`src/rtl/psr_pkg.sv`:
```
package psr_pkg;
  localparam int unsigned MODE_W   = 5;
  localparam logic [MODE_W-1:0] MODE_USR = 5'h10;
  localparam logic [MODE_W-1:0] MODE_SYS = 5'h1F;
  localparam int unsigned FLAG_MSB = 31;
  localparam int unsigned FLAG_W   = 4;
  localparam int unsigned IRQ_BIT  = 7;
  localparam int unsigned FIQ_BIT  = 6;
  localparam int unsigned FIX_BIT  = 4;

  function automatic logic mode_priv(input logic [MODE_W-1:0] m);
    return m > MODE_USR;
  endfunction

  function automatic logic mode_banked(input logic [MODE_W-1:0] m);
    return (m > MODE_USR) && (m < MODE_SYS);
  endfunction
endpackage

```
`src/rtl/psr_merge.sv`:
```
module psr_merge
  import psr_pkg::*;
#(
  parameter int unsigned DATA_W = 32,
  parameter int unsigned CTRL_W = 8,
  parameter int unsigned TOP_W  = 8
) (
  input  logic [DATA_W-1:0] src_i,
  input  logic [DATA_W-1:0] cpsr_i,
  input  logic [DATA_W-1:0] spsr_i,
  input  logic              ctrl_wr_i,
  output logic [DATA_W-1:0] cpsr_nxt_o,
  output logic [DATA_W-1:0] spsr_nxt_o
);
  localparam int unsigned TOP_LSB = DATA_W - TOP_W;

  logic [DATA_W-1:0] cpsr_raw;

  // byte lanes: top from source, middle kept, control byte per lane rule
  for (genvar b = 0; b < DATA_W; b++) begin : g_lane
    if (b >= TOP_LSB) begin : g_top
      assign cpsr_raw[b]   = src_i[b];
      assign spsr_nxt_o[b] = src_i[b];
    end else if (b < CTRL_W) begin : g_ctrl
      assign cpsr_raw[b]   = ctrl_wr_i ? src_i[b] : cpsr_i[b];
      assign spsr_nxt_o[b] = src_i[b];
    end else begin : g_mid
      assign cpsr_raw[b]   = cpsr_i[b];
      assign spsr_nxt_o[b] = spsr_i[b];
    end
  end

  always_comb begin
    cpsr_nxt_o          = cpsr_raw;
    cpsr_nxt_o[FIX_BIT] = 1'b1;
  end
endmodule

```
`src/rtl/psr_regs.sv`:
```
module psr_regs
  import psr_pkg::*;
#(
  parameter int unsigned DATA_W   = 32,
  parameter logic [DATA_W-1:0] RST_CPSR = 32'h0000_0053,
  parameter logic [DATA_W-1:0] RST_SPSR = '0
) (
  input  logic              clk_i,
  input  logic              rst_ni,
  input  logic              cpsr_we_i,
  input  logic              spsr_we_i,
  input  logic              req_i,
  input  logic [DATA_W-1:0] cpsr_nxt_i,
  input  logic [DATA_W-1:0] spsr_nxt_i,
  output logic [DATA_W-1:0] cpsr_q_o,
  output logic [DATA_W-1:0] spsr_q_o,
  output logic              req_q_o,
  output logic [MODE_W-1:0] mode_q_o
);
  always_ff @(posedge clk_i or negedge rst_ni) begin
    if (!rst_ni) begin
      cpsr_q_o <= RST_CPSR;
      spsr_q_o <= RST_SPSR;
      req_q_o  <= 1'b0;
      mode_q_o <= RST_CPSR[MODE_W-1:0];
    end else begin
      if (cpsr_we_i) cpsr_q_o <= cpsr_nxt_i;
      if (spsr_we_i) spsr_q_o <= spsr_nxt_i;
      req_q_o <= req_i;
      if (req_i) mode_q_o <= cpsr_nxt_i[MODE_W-1:0];
    end
  end
endmodule

```
`src/rtl/psr_decode.sv`:
```
module psr_decode
  import psr_pkg::*;
(
  input  logic [FLAG_W-1:0] flag_bits_i,
  input  logic              irq_mask_i,
  input  logic              fiq_mask_i,
  input  logic              fiq_req_i,
  output logic [FLAG_W-1:0] flags_o,
  output logic              irq_en_o,
  output logic              fiq_en_o,
  output logic              fiq_pend_o
);
  assign flags_o    = flag_bits_i;
  assign irq_en_o   = ~irq_mask_i;
  assign fiq_en_o   = ~fiq_mask_i;
  assign fiq_pend_o = fiq_req_i & ~fiq_mask_i;
endmodule

```
`src/rtl/psr_write_unit.sv`:
```
module psr_write_unit
  import psr_pkg::*;
#(
  parameter int unsigned DATA_W = 32,
  parameter logic [DATA_W-1:0] RST_CPSR = 32'h0000_0053
) (
  input  logic              clk_i,
  input  logic              rst_ni,
  input  logic              wr_en_i,
  input  logic              wr_spsr_i,
  input  logic [DATA_W-1:0] wr_data_i,
  input  logic              fiq_req_i,
  output logic [DATA_W-1:0] cpsr_o,
  output logic [DATA_W-1:0] spsr_o,
  output logic [FLAG_W-1:0] flags_o,
  output logic              irq_en_o,
  output logic              fiq_en_o,
  output logic              fiq_pend_o,
  output logic              mode_chg_o,
  output logic [MODE_W-1:0] mode_new_o
);
  logic [DATA_W-1:0] cpsr_q, spsr_q, cpsr_nxt, spsr_nxt;
  logic [MODE_W-1:0] cur_mode;
  logic              priv, banked, cpsr_we, spsr_we, req;

  assign cur_mode = cpsr_q[MODE_W-1:0];
  assign priv     = mode_priv(cur_mode);
  assign banked   = mode_banked(cur_mode);
  assign cpsr_we  = wr_en_i & ~wr_spsr_i;
  assign spsr_we  = wr_en_i & wr_spsr_i & banked;
  assign req      = cpsr_we & priv;

  psr_merge #(.DATA_W(DATA_W)) i_merge (
    .src_i      (wr_data_i),
    .cpsr_i     (cpsr_q),
    .spsr_i     (spsr_q),
    .ctrl_wr_i  (priv),
    .cpsr_nxt_o (cpsr_nxt),
    .spsr_nxt_o (spsr_nxt)
  );

  psr_regs #(.DATA_W(DATA_W), .RST_CPSR(RST_CPSR)) i_regs (
    .clk_i      (clk_i),
    .rst_ni     (rst_ni),
    .cpsr_we_i  (cpsr_we),
    .spsr_we_i  (spsr_we),
    .req_i      (req),
    .cpsr_nxt_i (cpsr_nxt),
    .spsr_nxt_i (spsr_nxt),
    .cpsr_q_o   (cpsr_q),
    .spsr_q_o   (spsr_q),
    .req_q_o    (mode_chg_o),
    .mode_q_o   (mode_new_o)
  );

  psr_decode i_decode (
    .flag_bits_i (cpsr_q[FLAG_MSB -: FLAG_W]),
    .irq_mask_i  (cpsr_q[IRQ_BIT]),
    .fiq_mask_i  (cpsr_q[FIQ_BIT]),
    .fiq_req_i   (fiq_req_i),
    .flags_o     (flags_o),
    .irq_en_o    (irq_en_o),
    .fiq_en_o    (fiq_en_o),
    .fiq_pend_o  (fiq_pend_o)
  );

  assign cpsr_o = cpsr_q;
  assign spsr_o = spsr_q;
endmodule

```
`config.mk`:
```
export PLATFORM = sky130hd
export DESIGN_NAME = psr_write_unit
export DESIGN_NICKNAME = d
export VERILOG_FILES = /design/src/rtl/psr_pkg.sv /design/src/rtl/psr_merge.sv /design/src/rtl/psr_regs.sv /design/src/rtl/psr_decode.sv /design/src/rtl/psr_write_unit.sv
export SDC_FILE = /design/constraint.sdc
export NUM_CORES = 1
export LEC_CHECK = 0
export BUFFER_PORTS_ARGS = -buffer_cell sky130_fd_sc_hd__buf_2
export CAP_MARGIN = 20
export CELL_PAD_IN_SITES_DETAIL_PLACEMENT = 1
export CELL_PAD_IN_SITES_GLOBAL_PLACEMENT = 1
export CORE_UTILIZATION = 39
export DETAILED_ROUTE_END_ITERATION = 12
export PLACE_DENSITY = 0.8
export SYNTH_ARGS = -nofsm -noshare
export SYNTH_HDL_FRONTEND = slang
export SYNTH_HIERARCHICAL = 1
export SYNTH_SLANG_ARGS = --single-unit
```
`constraint.sdc`:
```
create_clock -name clk_i -period 5 [get_ports clk_i]
set_clock_uncertainty 0.1 [all_clocks]
set_input_delay 1 -clock clk_i [delete_from_list [all_inputs] [get_ports clk_i]]
set_output_delay 1 -clock clk_i [all_outputs]
set_load 0.03 [all_outputs]
```
==> flow_summary.ini, run 1 <==
[logic_synthesis]
synth_edf_count = 0
syn_area_sq_um = 3540
avgSynthCellArea_sq_um = 15.7
synthCells = 225
synth_fp_nets = 262
synth.top_cell.area_share = 0.446
yosys.area.top_type = dfrtp_1
synthTopCellsByArea = dfrtp_1, mux2_4, buf_4
ys_seq_area_frac = 0.498
ys.flop_type = dfrtp_1
ys_seq_elements = 70
yosysMostFrequentCell = mux2_4
ys_warn_count = 6
yosysUniqueCellTypes = 14
synth-async-reset-ratio = 1.00
ys_top_cells_by_count = mux2_4, dfrtp_1, buf_4

[placed_design]
dp_hpwl_mm = 3.99
gp_congestion = 0.690
placed_cells = 362
dp_slack_ns = 2.13
portBuffers = 97

[clock_tree]
cts_resized = 0
clk_latency_ns = 0.33
cts_max_level = 3
cts-buffers-inserted = 9
cts_root_buf = clkbuf_8
cts_buffer_depth = 2
cts_sinks = 70
path_clk_slew_ns = 0.07
post-cts-setup-buffers = 0
cts_tree = yes
hold_buffers = 0

[finish]
final_nets = 303
num_antenna_cells = 0
post_route_cells_drive_above_1_share = 0.738
fill_cells = 906
final_cells = 379
synthToLayoutAreaGrowth_pct = 7.15

[drt]
drc = 0
wl_mm = 5.99
via_per_inst = 4.46
via_count = 1689
detail_route.wl_per_cell_um = 15.8
drtPass1Iterations = 4
first_iter_violations = 22
ant_nets = 0

[pwr]
swShare = 0.241
p_clk_frac = 0.401
power.switching_uw = 275
powerDensity_nw_per_um2 = 302
vdd_drop_max_mv = 0.105
leakagePower_nw = 2.05
combPwrFrac = 0.087
seqPwrFrac = 0.511
p_int_uw = 869

[sta]
rsz0062_at_grt = false
slew_viol_final = 0
max_slew_margin = 0.468
min_period_ns = 2.59
worstMarginPinSlew_ns = 0.799
setup_ws_ns = 2.41
finalSetupTns_ns = 0
whs_ns = 0.407
hold_viol = 0
setup_viol = 0
timing.fmax_mhz = 386
finalCritPeriodShare = 0.518

[floorplan]
initial_core_util = 0.403
core_area_sq_um = 8760
dieHeight_um = 97.2
rows = 34
io_pins = 114
die_area_sq_um = 9450
die_w_um = 97.2

[setup_path]
endpoint_kind = flip-flop
worst-path-max-fanout = 20
arrival_ns = 2.71
regToRegSetupSlack_ns = 2.41
cp_data_required_time_ns = 5.12
worstPathCellList = o41a_1 > and4_2 > buf_12 > mux2_2
slowest_delay_ns = 0.68
crit_type = flip-flop to flip-flop
critical_path.startpoint_type = flip-flop
crit_slowest_cell = and4_2
crit_family = simple AND/OR/NAND/NOR gates
cp_num_buf_inv = 1

[status]
status = completed

[job]
max_cap_viol_count = 0

[grt]
grt_pass1_vias = 1861
grt_max_degree = 37
top_usage_layer = met2
use_met3 = 0.0309
grt_pass1_wl_mm = 10.2
grt_overflow = 0
use_met1 = 0.187
gr-usage-met2 = 0.212
track_usage = 0.137
antenna_found_initial = 0

[worst_hold_path]
hp-class = flip-flop to flip-flop
[logic make-up after synthesis]
| family | count (synthesis) | synth area share |
|---|---|---|
| AO/OA/AOI/OAI | 1 | 0.00318 |
| multiplexers | 76 | 0.313 |
| other | 1 | 0.00106 |
| flip-flops | 70 | 0.498 |
| buffers and inverters | 72 | 0.175 |
| AND/OR/NAND/NOR | 5 | 0.00956 |
[worst paths after layout]
check,startpoint,endpoint,cells after the start
setup / recovery,i_regs/cpsr_q_o[1],i_regs/spsr_q_o[31],4
hold / removal,i_regs/mode_q_o[3],i_regs/mode_q_o[3],1
setup reg to reg,i_regs/cpsr_q_o[1],i_regs/spsr_q_o[31],4
hold reg to reg,i_regs/mode_q_o[3],i_regs/mode_q_o[3],1
max in group asynchronous,rst_ni,i_regs/mode_q_o[0],2
min in group asynchronous,rst_ni,i_regs/cpsr_q_o[30],1
[power by group through the flow]
stage | Combinational, mW | Sequential, mW | Clock, mW
CTS | 0.102 | 0.585 | 0.481
detailed placement | 0.102 | 0.596 | 0
global placement | 0.100 | 0.595 | 0
floorplan | 0.0634 | 0.617 | 0
global route | 0.107 | 0.587 | 0.503
finish | 0.0998 | 0.585 | 0.459
[cells in the final DEF (no fill, tap or decap)]
| cell type | Yosys | routed |
|---|---|---|
| and4_2 | 0 | 1 |
| clkbuf_8 | 0 | 11 |
| buf_12 | 6 | 1 |
| mux2_2 | 9 | 9 |
| inv_1 | 2 | 2 |
| o41a_1 | 1 | 1 |
| buf_4 | 61 | 2 |
| nor2b_1 | 2 | 1 |
| dfstp_2 | 7 | 7 |
| dfrtp_1 | 63 | 63 |
| conb_1 | 1 | 1 |
| clkinv_2 | 0 | 3 |
| nand4_1 | 1 | 1 |
| nor2b_4 | 0 | 1 |
| mux2_4 | 67 | 67 |
| buf_2 | 0 | 97 |
| and2_1 | 1 | 1 |
| bufinv_16 | 0 | 1 |
| clkbuf_1 | 0 | 1 |
[per-stage QoR]
step | cell area (sq um) | power [mW] | utilization
6_report | 3790 | 1.14 | 0.432
5_1_grt | 3790 | 1.20 | 0.432
4_1_cts | 3770 | 1.17 | 0.430
3_5_place_dp | 3570 | 0.698 | 0.407
3_3_place_gp | 3570 | 0.695 | 0.407
2_1_floorplan | 3540 | 0.681 | -
[final cells by class]
class	count	area, sq um	area share
Multi-Input combinational cell	83	1160	0.307
Timing Repair Buffer	100	520	0.137
Clock inverter	4	45.0	0.0119
Inverter	2	7.51	0.00198
Clock buffer	12	155	0.0410
Sequential cell	70	1760	0.465
Tap cell	108	135	0.0357
[worst register-to-register path, cell delays in order (launching register included)]
cell and delay, ns:
dfstp_2 0.57, o41a_1 0.50, and4_2 0.68, buf_12 0.27
mux2_2 0.36
[flip-flops by register name (all words and copies together), names as in the netlist]
name / flops
i_regs/spsr_q_o: 32
i_regs/req_q_o: 1
i_regs/mode_q_o: 5
i_regs/cpsr_q_o: 32
[per-layer routing]
| metal | up-vias | wire (um) |
|---|---|---|
| met1 | 845 | 2780 |
| met4 | 0 | 94 |
| met5 | - | 0 |
| li1 | 774 | - |
| met3 | 8 | 314 |
| met2 | 62 | 2810 |
No activity file was read; power rests on OpenSTA's default activity.
==> inputs of run 2 (changes only) <==
==> constraint.sdc (replaced) <==
create_clock -name clk_i -period 2.6 [get_ports clk_i]
set_clock_uncertainty 0.1 [all_clocks]
set_input_delay 0.52 -clock clk_i [delete_from_list [all_inputs] [get_ports clk_i]]
set_output_delay 0.52 -clock clk_i [all_outputs]
set_load 0.03 [all_outputs]
==> run 2 against run 1 <==
- power rose by 93%
- die area did not move
- wire length fell by 3.7%
- largest power group unchanged
==> flow_summary.ini, run 2 (synthesized netlist as in run 1, its figures left out) <==
[setup_path]
crit_type = flip-flop to flip-flop
worst-path-max-fanout = 21
worstPathCellList = o41a_1 > and4_2 > buf_12 > mux2_2
crit_family = flip-flops
cp_data_required_time_ns = 2.72
arrival_ns = 2.24
crit_slowest_cell = dfstp_2
cp_num_buf_inv = 1
endpoint_kind = flip-flop
critical_path.startpoint_type = flip-flop
slowest_delay_ns = 0.57

[finish]
postLayoutCoreUtil = 0.436
final_common_cell = buf_2
top_regs = i_regs/cpsr_q_o (32), i_regs/spsr_q_o (32), i_regs/mode_q_o (5)
synthToLayoutAreaGrowth_pct = 8.17
num_antenna_cells = 0
final_cells = 383
final_nets = 307
final_area_sq_um = 3820
post_route_cells_drive_above_1_share = 0.735
layout_common_cells = buf_2, mux2_4, dfrtp_1
fill_cells = 912

[floorplan]
initial_core_util = 0.403
core_area_sq_um = 8760
die_area_sq_um = 9450
dieHeight_um = 97.2
rows = 34
io_pins = 114
die_w_um = 97.2

[sta]
hold_viol = 0
finalCritPeriodShare = 0.814
setup_viol = 0
whs_ns = 0.323
min_period_ns = 2.12
slew_viol_final = 0
finalSetupTns_ns = 0
rsz0062_at_grt = false
timing.fmax_mhz = 472
setup_ws_ns = 0.482

[pwr]
vdd_drop_max_mv = 0.213
powerDensity_nw_per_um2 = 578
leakagePower_nw = 2.06
total_power_mw = 2.21

[clock_tree]
cts_root_buf = clkbuf_8
cts_tree = yes
clk_latency_ns = 0.33
cts_sinks = 70
post-cts-setup-buffers = 0
cts-buffers-inserted = 9
cts_max_level = 3
path_clk_slew_ns = 0.08
cts_buffer_depth = 2

[status]
status = completed

[placed_design]
dp_slack_ns = 0.188
placed_cells = 365
gp_congestion = 0.686
dpl_cell_area_sq_um = 3590
portBuffers = 97
dp_hpwl_mm = 3.90

[grt]
antenna_found_initial = 0
grt_overflow = 0
track_usage = 0.132
grt_pass1_wl_mm = 9.73
grt_max_degree = 33
grt_pass1_vias = 1845

[drt]
via_per_inst = 4.46
first_iter_violations = 29
wl_mm = 5.77
drtPass1Iterations = 4
detail_route.wl_per_cell_um = 15.1
ant_nets = 0
drc = 0
via_count = 1710

[worst_hold_path]
hp-class = primary input to flip-flop

[job]
max_cap_viol_count = 0
## run 2: cell types whose count changed in the layout (fill, tap and decap cells not counted), sizes merged
cell	previous run	this run
buf	100	103
clkbuf	12	13
clkinv	3	0
clkinvlp	0	2
dlygate4sd3	0	1
## run 2: per-layer routing
metal,wire length [um],vias up,GRT usage
li1,-,782,-
met1,2620,855,0.168
met2,2730,65,0.206
met3,340,8,0.0374
met4,87,0,0.0645
met5,0,-,0
## run 2: final timing paths
path | startpoint | endpoint | slack (ns) | cells after the start
setup / recovery | i_regs/cpsr_q_o[1] | i_regs/spsr_q_o[0] | 0.48 | 4
hold / removal | wr_data_i[31] | i_regs/spsr_q_o[31] | 0.32 | 2
setup reg to reg | i_regs/cpsr_q_o[1] | i_regs/spsr_q_o[0] | 0.48 | 4
hold reg to reg | i_regs/cpsr_q_o[24] | i_regs/cpsr_q_o[24] | 0.41 | 1
max in group asynchronous | rst_ni | i_regs/spsr_q_o[17] | 1.11 | 3
min in group asynchronous | rst_ni | i_regs/spsr_q_o[30] | 0.53 | 2
## run 2: timing repair
item / in CTS / in global routing
endpoints found under the setup margin: 0 / 0
hold endpoints to repair: 15 / 0
hold buffers: 1 / 0
resized for setup: 0 / 0
## run 2: worst reg2reg max path: cells and delay by family (launching register included)
| kind | cells | cell delay [ns] |
|---|---|---|
| mux | 1 | 0.35 |
| simple gates | 1 | 0.55 |
| compound gates | 1 | 0.18 |
| flops | 1 | 0.57 |
| buf+inv | 1 | 0.26 |
## run 2: where the power goes
part / internal, mW / total (mW) / leakage (nW) / switching, mW
Sequential: 1.11 / 1.12 / 0.935 / 0.0128
Combinational: 0.0712 / 0.195 / 1.03 / 0.124
Clock: 0.497 / 0.890 / 0.0959 / 0.393
Total: 1.68 / 2.21 / 2.06 / 0.530
## run 2: cell type report
class / count / area [sq um] / area share
sequential: 70 / 1760 / 0.460
multi-input combinational: 83 / 1160 / 0.305
timing repair buffer: 104 / 553 / 0.145
clock buffer: 13 / 159 / 0.0415
tap: 108 / 135 / 0.0353
clock inverter: 3 / 45.0 / 0.0118
inverter: 2 / 7.51 / 0.00196
==> inputs of run 3 (changes only) <==
==> constraint.sdc (replaced) <==
create_clock -name clk_i -period 2.1 [get_ports clk_i]
set_clock_uncertainty 0.1 [all_clocks]
set_input_delay 0.42 -clock clk_i [delete_from_list [all_inputs] [get_ports clk_i]]
set_output_delay 0.42 -clock clk_i [all_outputs]
set_load 0.03 [all_outputs]
==> run 3 against run 2 <==
- core utilization is 0.30 points lower
- worst setup slack lost 0.32 ns
- global-route usage down 0.23 points
- sequential cell count unchanged
- non-clock buffer count did not move
- highest routed layer unchanged
==> flow_summary.ini, run 3 (synthesized netlist as in run 1, its figures left out) <==
[status]
status = completed

[finish]
layout_common_cells = buf_2, mux2_4, dfrtp_1
final_nets = 307
top_regs = i_regs/cpsr_q_o (32), i_regs/spsr_q_o (32), i_regs/mode_q_o (5)
postLayoutCoreUtil = 0.433
fill_cells = 919
final_common_cell = buf_2
num_antenna_cells = 0
synthToLayoutAreaGrowth_pct = 7.43
post_route_cells_drive_above_1_share = 0.738

[setup_path]
critical_path.startpoint_type = flip-flop
slowest_delay_ns = 0.48
worst-path-max-fanout = 11
worstPathCellList = o41a_1 > and4_2 > buf_4 > mux2_4
crit-reg2reg-launch = i_regs/cpsr_q_o[3]
crit_slowest_cell = o41a_1
r2r_cells = 4
crit_type = flip-flop to flip-flop
arrival_ns = 2.05
regToRegSetupSlack_ns = 0.16
startpoint = i_regs/cpsr_q_o[3]
cp_num_buf_inv = 1
crit_family = compound AO/OA/AOI/OAI gates
cp_data_required_time_ns = 2.21
path_depth = 4
endpoint_kind = flip-flop

[floorplan]
initial_core_util = 0.403
die_area_sq_um = 9450
die_w_um = 97.2
io_pins = 114
core_area_sq_um = 8760
rows = 34
dieHeight_um = 97.2

[clock_tree]
cts_max_level = 3
cts_buffer_depth = 2
cts_root_buf = clkbuf_8
hold_buffers = 0
path_clk_slew_ns = 0.07
cts_sinks = 70
clk_latency_ns = 0.33
post-cts-setup-buffers = 0
cts_tree = yes
cts_resized = 0
cts-buffers-inserted = 9

[drt]
drc = 0
wl_mm = 5.81
via_count = 1705
first_iter_violations = 30
ant_nets = 0
detail_route.wl_per_cell_um = 15.2
drtPass1Iterations = 3
via_per_inst = 4.45

[sta]
setup_viol = 0
rsz0062_at_grt = false
hold_viol = 0
whs_ns = 0.0156
finalCritPeriodShare = 0.923
finalSetupTns_ns = 0
setup_ws_ns = 0.161
timing.fmax_mhz = 516
slew_viol_final = 0
min_period_ns = 1.94

[pwr]
leakagePower_nw = 2.06
total_power_mw = 2.58
vdd_drop_max_mv = 0.253
powerDensity_nw_per_um2 = 678

[placed_design]
gp_congestion = 0.700
dp_slack_ns = 0.153
portBuffers = 97
dp_hpwl_mm = 3.93

[grt]
track_usage = 0.130
grt_max_degree = 71
grt_pass1_wl_mm = 9.65
grt_overflow = 0
grt_pass1_vias = 1789
antenna_found_initial = 0

[worst_hold_path]
hp-class = primary input to async pin

[job]
max_cap_viol_count = 0
==> run 3: cell types whose count changed in the layout (fill, tap and decap cells not counted), sizes merged <==
cell	delta
bufinv	-1
clkinvlp	-1
buf	+1
dlygate4sd3	-1
clkbuf	-1
clkinv	+3
==> run 3: report_power, final <==
group	leakage, nW	switching (mW)	internal [mW]
combinational	1.03	0.155	0.0885
sequential	0.935	0.0172	1.38
clock	0.0861	0.483	0.456
total	2.06	0.655	1.92
==> run 3: area by class of cell <==
| type | instances | area (sq um) | share of cell area |
|---|---|---|---|
| clock buffer | 12 | 145 | 0.0382 |
| clock inverter | 4 | 22.5 | 0.00593 |
| inverter | 2 | 7.51 | 0.00198 |
| multi-input combinational | 83 | 1160 | 0.307 |
| sequential | 70 | 1760 | 0.463 |
| tap | 108 | 135 | 0.0356 |
| timing repair buffer | 104 | 563 | 0.148 |
==> run 3: metrics by stage <==
step / cell area, sq um / instances
3_3_place_gp: 3630 / 367
4_1_cts: 3800 / 383
6_report: 3800 / 383
2_1_floorplan: 3540 / 225
5_1_grt: 3800 / 383
3_5_place_dp: 3630 / 367
==> run 3: metal layers <==
metal | part of all wire | routed length (um) | GRT usage | vias up
li1 | - | - | - | 785
met1 | 0.47 | 2730 | 0.179 | 850
met2 | 0.46 | 2660 | 0.192 | 61
met3 | 0.059 | 342 | 0.0324 | 9
met4 | 0.014 | 81 | 0.0577 | 0
met5 | 0 | 0 | 0 | -
==> run 3: worst reg2reg max path, cell delays in order (launching register included) <==
cell	delay, ns
dfrtp_1	0.43
o41a_1	0.48
and4_2	0.28
buf_4	0.22
mux2_4	0.32
==> run 3: path summary, 6_finish.rpt <==
path                                        to
min in group clk_i          i_regs/spsr_q_o[4]
min reg2reg                i_regs/spsr_q_o[28]
min                        i_regs/cpsr_q_o[20]
max in group asynchronous   i_regs/cpsr_q_o[1]
max reg2reg                 i_regs/spsr_q_o[3]
max                         i_regs/spsr_q_o[3]
